==> config.mk <==
export PLATFORM = sky130hd
export DESIGN_NAME = irq_prio_resolver
export DESIGN_NICKNAME = d
export VERILOG_FILES = /design/src/rtl/irq_prio_pkg.sv /design/src/rtl/irq_prio_leaf.sv /design/src/rtl/irq_prio_node.sv /design/src/rtl/irq_prio_tree.sv /design/src/rtl/irq_prio_gate.sv /design/src/rtl/irq_prio_resolver.sv
export SDC_FILE = /design/constraint.sdc
export NUM_CORES = 1
export LEC_CHECK = 0
export BUFFER_PORTS_ARGS = -buffer_cell sky130_fd_sc_hd__buf_4
export CORE_ASPECT_RATIO = 1.25
export CORE_UTILIZATION = 45
export CTS_BUF_LIST = sky130_fd_sc_hd__clkbuf_4 sky130_fd_sc_hd__clkbuf_8 sky130_fd_sc_hd__clkbuf_16
export DETAILED_ROUTE_END_ITERATION = 10
export GPL_TIMING_DRIVEN = 0
export HOLD_SLACK_MARGIN = 0.08
export PLACE_DENSITY = 0.78
export SYNTH_ARGS = -nofsm -noshare
export SYNTH_HDL_FRONTEND = slang
export SYNTH_SLANG_ARGS = --single-unit
==> constraint.sdc <==
create_clock -name clk -period 0.8 [get_ports clk]
set_input_delay 0.08 -clock clk [delete_from_list [all_inputs] [get_ports clk]]
set_output_delay 0.08 -clock clk [all_outputs]
set_load 0.1 [all_outputs]
==> src/rtl/irq_prio_pkg.sv <==
package irq_prio_pkg;

   typedef enum logic {
      OUT_COMB = 1'b0,
      OUT_REG  = 1'b1
   } out_mode_e;

   // Bits needed to hold the values 0..v, never less than one.
   function automatic int bits_for(input int v);
      int w;
      w = 1;
      while ((1 << w) <= v) w++;
      return w;
   endfunction

endpackage

==> src/rtl/irq_prio_leaf.sv <==
module irq_prio_leaf
   import irq_prio_pkg::*;
#(
   parameter int N_SRC  = 32,
   parameter int PW     = 3,
   parameter int IDW    = 6,
   parameter int LEAVES = 32
) (
   input  logic [N_SRC-1:0]    pend_i,
   input  logic [N_SRC-1:0]    en_i,
   input  logic [N_SRC*PW-1:0] prio_i,
   output logic [LEAVES-1:0]   lf_vld_o,
   output logic [LEAVES*PW-1:0] lf_prio_o,
   output logic [LEAVES*IDW-1:0] lf_id_o
);

   for (genvar i = 0; i < LEAVES; i++) begin : g_leaf
      if (i == 0 || i >= N_SRC) begin : g_tie
         // reserved ID 0 and power-of-two padding never compete
         assign lf_vld_o[i]              = 1'b0;
         assign lf_prio_o[i*PW +: PW]    = '0;
         assign lf_id_o[i*IDW +: IDW]    = '0;
      end else begin : g_src
         assign lf_vld_o[i]              = pend_i[i] & en_i[i];
         assign lf_prio_o[i*PW +: PW]    = prio_i[i*PW +: PW];
         assign lf_id_o[i*IDW +: IDW]    = IDW'(i);
      end
   end

endmodule

==> src/rtl/irq_prio_node.sv <==
module irq_prio_node #(
   parameter int PW  = 3,
   parameter int IDW = 6
) (
   input  logic           lo_vld_i,
   input  logic [PW-1:0]  lo_prio_i,
   input  logic [IDW-1:0] lo_id_i,
   input  logic           hi_vld_i,
   input  logic [PW-1:0]  hi_prio_i,
   input  logic [IDW-1:0] hi_id_i,
   output logic           vld_o,
   output logic [PW-1:0]  prio_o,
   output logic [IDW-1:0] id_o
);

   logic pick_hi;

   // The lower-index side keeps ties; the upper side needs a strictly larger priority.
   assign pick_hi = hi_vld_i & (~lo_vld_i | (hi_prio_i > lo_prio_i));

   assign vld_o  = lo_vld_i | hi_vld_i;
   assign prio_o = pick_hi ? hi_prio_i : lo_prio_i;
   assign id_o   = pick_hi ? hi_id_i   : lo_id_i;

endmodule

==> src/rtl/irq_prio_tree.sv <==
module irq_prio_tree #(
   parameter int LEAVES = 32,
   parameter int PW     = 3,
   parameter int IDW    = 6
) (
   input  logic [LEAVES-1:0]     lf_vld_i,
   input  logic [LEAVES*PW-1:0]  lf_prio_i,
   input  logic [LEAVES*IDW-1:0] lf_id_i,
   output logic                  win_vld_o,
   output logic [PW-1:0]         win_prio_o,
   output logic [IDW-1:0]        win_id_o
);

   localparam int NODES = 2*LEAVES - 1;
   localparam int FIRST_LEAF = LEAVES - 1;

   // Heap layout: node k has children 2k+1 (lower IDs) and 2k+2 (higher IDs).
   logic           h_vld  [NODES];
   logic [PW-1:0]  h_prio [NODES];
   logic [IDW-1:0] h_id   [NODES];

   for (genvar i = 0; i < LEAVES; i++) begin : g_in
      assign h_vld [FIRST_LEAF+i] = lf_vld_i[i];
      assign h_prio[FIRST_LEAF+i] = lf_prio_i[i*PW +: PW];
      assign h_id  [FIRST_LEAF+i] = lf_id_i[i*IDW +: IDW];
   end

   for (genvar k = 0; k < FIRST_LEAF; k++) begin : g_node
      irq_prio_node #(
         .PW  (PW),
         .IDW (IDW)
      ) u_node (
         .lo_vld_i  (h_vld [2*k+1]),
         .lo_prio_i (h_prio[2*k+1]),
         .lo_id_i   (h_id  [2*k+1]),
         .hi_vld_i  (h_vld [2*k+2]),
         .hi_prio_i (h_prio[2*k+2]),
         .hi_id_i   (h_id  [2*k+2]),
         .vld_o     (h_vld [k]),
         .prio_o    (h_prio[k]),
         .id_o      (h_id  [k])
      );
   end

   assign win_vld_o  = h_vld[0];
   assign win_prio_o = h_prio[0];
   assign win_id_o   = h_id[0];

endmodule

==> src/rtl/irq_prio_gate.sv <==
module irq_prio_gate
   import irq_prio_pkg::*;
#(
   parameter int        PW       = 3,
   parameter int        IDW      = 6,
   parameter out_mode_e OUT_MODE = OUT_REG
) (
   input  logic           clk,
   input  logic           rst_n,
   input  logic           win_vld_i,
   input  logic [PW-1:0]  win_prio_i,
   input  logic [IDW-1:0] win_id_i,
   input  logic [PW-1:0]  thresh_i,
   output logic           req_o,
   output logic [IDW-1:0] id_o
);

   logic           req_d;
   logic [IDW-1:0] id_d;

   assign req_d = win_vld_i & (win_prio_i > thresh_i);
   assign id_d  = win_vld_i ? win_id_i : '0;

   if (OUT_MODE == OUT_REG) begin : g_reg
      always_ff @(posedge clk or negedge rst_n) begin
         if (!rst_n) begin
            req_o <= 1'b0;
            id_o  <= '0;
         end else begin
            req_o <= req_d;
            id_o  <= id_d;
         end
      end
   end else begin : g_comb
      assign req_o = req_d;
      assign id_o  = id_d;
   end

endmodule

==> src/rtl/irq_prio_resolver.sv <==
module irq_prio_resolver
   import irq_prio_pkg::*;
#(
   parameter int        N_SRC    = 32,
   parameter int        MAX_PRIO = 7,
   parameter out_mode_e OUT_MODE = OUT_REG,
   localparam int       PW       = bits_for(MAX_PRIO),
   localparam int       IDW      = bits_for(N_SRC)
) (
   input  logic                clk,
   input  logic                rst_n,
   input  logic [N_SRC-1:0]    pend_i,
   input  logic [N_SRC-1:0]    en_i,
   input  logic [N_SRC*PW-1:0] prio_i,
   input  logic [PW-1:0]       thresh_i,
   output logic                req_o,
   output logic [IDW-1:0]      id_o
);

   localparam int LEAVES = 1 << $clog2(N_SRC);

   if (N_SRC < 2 || N_SRC > 255) begin : g_bad_nsrc
      $error("irq_prio_resolver: N_SRC must lie in 2..255");
   end
   if (MAX_PRIO < 1) begin : g_bad_prio
      $error("irq_prio_resolver: MAX_PRIO must be at least 1");
   end

   logic [LEAVES-1:0]     lf_vld;
   logic [LEAVES*PW-1:0]  lf_prio;
   logic [LEAVES*IDW-1:0] lf_id;
   logic                  win_vld;
   logic [PW-1:0]         win_prio;
   logic [IDW-1:0]        win_id;

   irq_prio_leaf #(
      .N_SRC  (N_SRC),
      .PW     (PW),
      .IDW    (IDW),
      .LEAVES (LEAVES)
   ) u_leaf (
      .pend_i    (pend_i),
      .en_i      (en_i),
      .prio_i    (prio_i),
      .lf_vld_o  (lf_vld),
      .lf_prio_o (lf_prio),
      .lf_id_o   (lf_id)
   );

   irq_prio_tree #(
      .LEAVES (LEAVES),
      .PW     (PW),
      .IDW    (IDW)
   ) u_tree (
      .lf_vld_i   (lf_vld),
      .lf_prio_i  (lf_prio),
      .lf_id_i    (lf_id),
      .win_vld_o  (win_vld),
      .win_prio_o (win_prio),
      .win_id_o   (win_id)
   );

   irq_prio_gate #(
      .PW       (PW),
      .IDW      (IDW),
      .OUT_MODE (OUT_MODE)
   ) u_gate (
      .clk        (clk),
      .rst_n      (rst_n),
      .win_vld_i  (win_vld),
      .win_prio_i (win_prio),
      .win_id_i   (win_id),
      .thresh_i   (thresh_i),
      .req_o      (req_o),
      .id_o       (id_o)
   );

endmodule

==> impl_metrics.csv <==
group,metric,value,unit
synth,synth_cells,601,
clock_network,root_buffer,"clkbuf_16",
timing,final_hold_viol_count,0,
place,place.gp.congestion,0.864,
setup_path,worst-setup-path-type,"primary input to flop",
timing,slew_viol_final,0,
synth,synthTopCellsByArea,"ha_1, mux2i_1, inv_1",
floorplan,die_w,89.4,um
grt,grt_pass1_vias,5928,
grt,antenna_found_initial,0,
power,combinationalPowerShare,90.9,%
clock_network,cts_made_buffers,3,
timing,finalSetupViolCount,12,
timing,worst_slack,-6.86,ns
timing,maxSlewHeadroom,54.7,%
place,port_buffers,165,
synth,synth_edf_count,0,
power,p_leak,0.00390,uW
status,failed_checks,"negative setup slack",
setup_path,start_kind,"primary input",
clock_network,cts_sinks,6,
finish,fillers,455,
synth,synthArstFlopShare,100,%
power,internal_power,8760,uW
power,clkPwrFrac,5.2,%
synth,postSynthAreaPerCell,7.14,um^2
finish,final_nets,1145,
drt,ant_nets,0,
grt,grt_max_degree,10,
setup_path,crit_path_end_kind,"flop",
timing,worst_pin_slew,0.677,ns
finish,antenna_cells,0,
place,dpl.hpwl,10600,um
synth,yosysTopAreaCellShare,24.5,%
floorplan,core,9220,um^2
floorplan,dieArea,9940,um^2
drt,vias_per_cell,6.21,
drt,route.detailed.drc,0,
power,switchingPower,8360,uW
setup_path,cpMostUsedCell,"ha_1",
timing,finalSetupTns,-38.28,ns
synth,synth_ff_type,"dfrtp_1",
drt,wirelength,20200,um
power,power_density,2180,nW/um^2
place,preCtsSetupSlack,-7.03,ns
floorplan,ioPinCount,172,
clock_network,cts_tree,"yes",
flow_run,max-cap-violations,0,
clock_network,htree_levels,1,
finish,area_growth,82.6,%
floorplan,die_height,111,um
synth,synth_seq_cells,6,
status,status,"complete, but fails checks",
drt,vias,6325,
power,pwr-share-seq,3.8,%
setup_path,critPathArrivalTime,7.77,ns
synth,yosysTopAreaCell,"ha_1",
grt,overflow,0,
synth,syn_area,4290,um^2
drt,dr.pass1.iters,6,
timing,fin_crit_sh,958,%
finish,fin_util,85.0,%
drt,drt_iter0_drc,632,
setup_path,required,0.91,ns
drt,wl_per_cell,19.8,um
clock_network,clk_pin_slew,0.04,ns
timing,fmax,130,MHz
floorplan,num_rows,39,
floorplan,start_util,46.6,%
synth,ys_seq_area_share,3.50,%
grt,grt_usage,30.4,%
setup_path,critical-path-max-stage-delay,0.35,ns
timing,rsz0062_at_grt,"yes",
setup_path,slowest_stage,"maj3_2",
grt,grt_pass1_wl,24500,um
synth,synth_warnings,0,
hold_path,hp-class,"primary input to asynchronous set/reset pin",
finish,drive_gt1_share,52.8,%
power,swShare,48.8,%
clock_network,cts_buffer_depth,2,
synth,ys_types,62,
synth,synth_fp_nets,850,
timing,whs,0.234,ns
setup_path,path_max_fanout,7,
power,ir_drop,2.00,mV
timing,period_needed,7.66,ns
[cells in the final DEF (no fill, tap or decap), drive strengths merged, types with 2 or more instances in the layout]
cell type / n
or2: 4
o22a: 3
a22o: 2
o22ai: 5
nor4: 2
nor3: 7
o21bai: 8
or3: 2
o211ai: 12
a22oi: 6
nor2: 43
ha: 84
a31oi: 6
a21boi: 2
a21oi: 49
mux2: 14
and2: 9
nand3b: 11
a221oi: 3
maj3: 3
a21o: 14
buf: 291
and3: 9
mux2i: 39
a32oi: 12
clkbuf: 6
a2111oi: 2
inv: 84
nand3: 8
o211a: 3
dfrtp: 6
o21ai: 33
o21a: 10
nor2b: 12
a211oi: 5
a311oi: 2
nand2: 64
and3b: 2
nand2b: 2
o32ai: 2
[logic make-up after synthesis]
kind of cell	share of synthesized area (%)
buffers and inverters	7.78
other	0.0873
AO/OA/AOI/OAI	30.4
AND/OR/NAND/NOR	19.8
adder cells (fa/ha/maj)	25.2
multiplexers	13.2
flip-flops	3.50
[power by group through the flow]
stage | Sequential, uW | Combinational (uW) | Clock, uW
floorplan | 1690 | 5550 | 0
global placement | 573 | 8630 | 0
detailed placement | 588 | 8880 | 0
CTS | 632 | 11500 | 873
global route | 654 | 16200 | 913
finish | 655 | 15600 | 898
[repair_timing]
item,CTS,global route
hold buffers,1,0
setup endpoints to repair,12,12
pin swaps,63,62
hold endpoints to repair,6,0
setup buffers,100,28
cloned,0,0
gates resized for setup,84,96
[path summary, 6_finish.rpt]
| path | startpoint | endpoint | cells after the start |
|---|---|---|---|
| max in group asynchronous | rst_n | u_gate.id_o[4] | 2 |
| min | rst_n | u_gate.id_o[3] | 2 |
| min in group clk | thresh_i[0] | u_gate.req_o | 3 |
| max | prio_i[55] | u_gate.req_o | 44 |
[registers in the layout, indices dropped and copies added, names as in the netlist]
name,count
u_gate.req_o,1
u_gate.id_o,5
[through the flow]
step | instances | power, uW | area, um^2
after floorplan | 601 | 7250 | 4580
after global placement | 889 | 9210 | 5970
after detailed placement | 889 | 9460 | 5970
after CTS | 993 | 13000 | 7150
after global routing | 1018 | 17800 | 7840
final | 1018 | 17100 | 7840
[cells in the mapped netlist, types with 3 or more instances]
cell,n
or2_2,4
nand3b_1,11
and3_1,9
a31oi_1,6
clkbuf_1,3
o22ai_1,5
a211oi_1,5
nor2b_1,12
mux2_2,12
mux2i_1,38
ha_1,84
a21o_1,14
o211ai_1,10
a32oi_1,12
and2_1,9
o22a_1,3
dfrtp_1,6
nor3_1,7
o21a_1,10
nor2_1,43
a22oi_1,6
o21bai_2,3
o211a_1,3
a21oi_1,45
a221oi_1,3
o21ai_1,5
o21ai_0,27
a21oi_2,4
nand3_1,8
inv_1,84
nand2_1,64
o21bai_1,5
[metal layers]
metal  GRT usage [%]  share of wire, %  vias to the layer above
li1                -                 -                     2803
met1            30.3                34                     2925
met2            58.3                51                      447
met3            3.80               6.7                      150
met4            15.8               7.7                        0
met5               0                 0                        -
[worst max-delay path, delay by kind of cell]
family | cells | cell delay [ns]
compound gates | 22 | 3.59
fa+ha+maj | 7 | 1.97
simple gates | 8 | 1.21
buf+inv | 6 | 0.57
mux | 1 | 0.34
[area by class of cell]
type	count	area (um^2)	share of cell area, %
Tap cell	123	154	1.96
Inverter	84	325	4.15
Timing Repair Buffer	291	2280	29.0
Clock buffer	4	82.6	1.05
Multi-Input combinational cell	507	4820	61.5
Sequential cell	6	156	1.99
Buffer	3	25.0	0.319
Power figures use the tool's default switching activity.
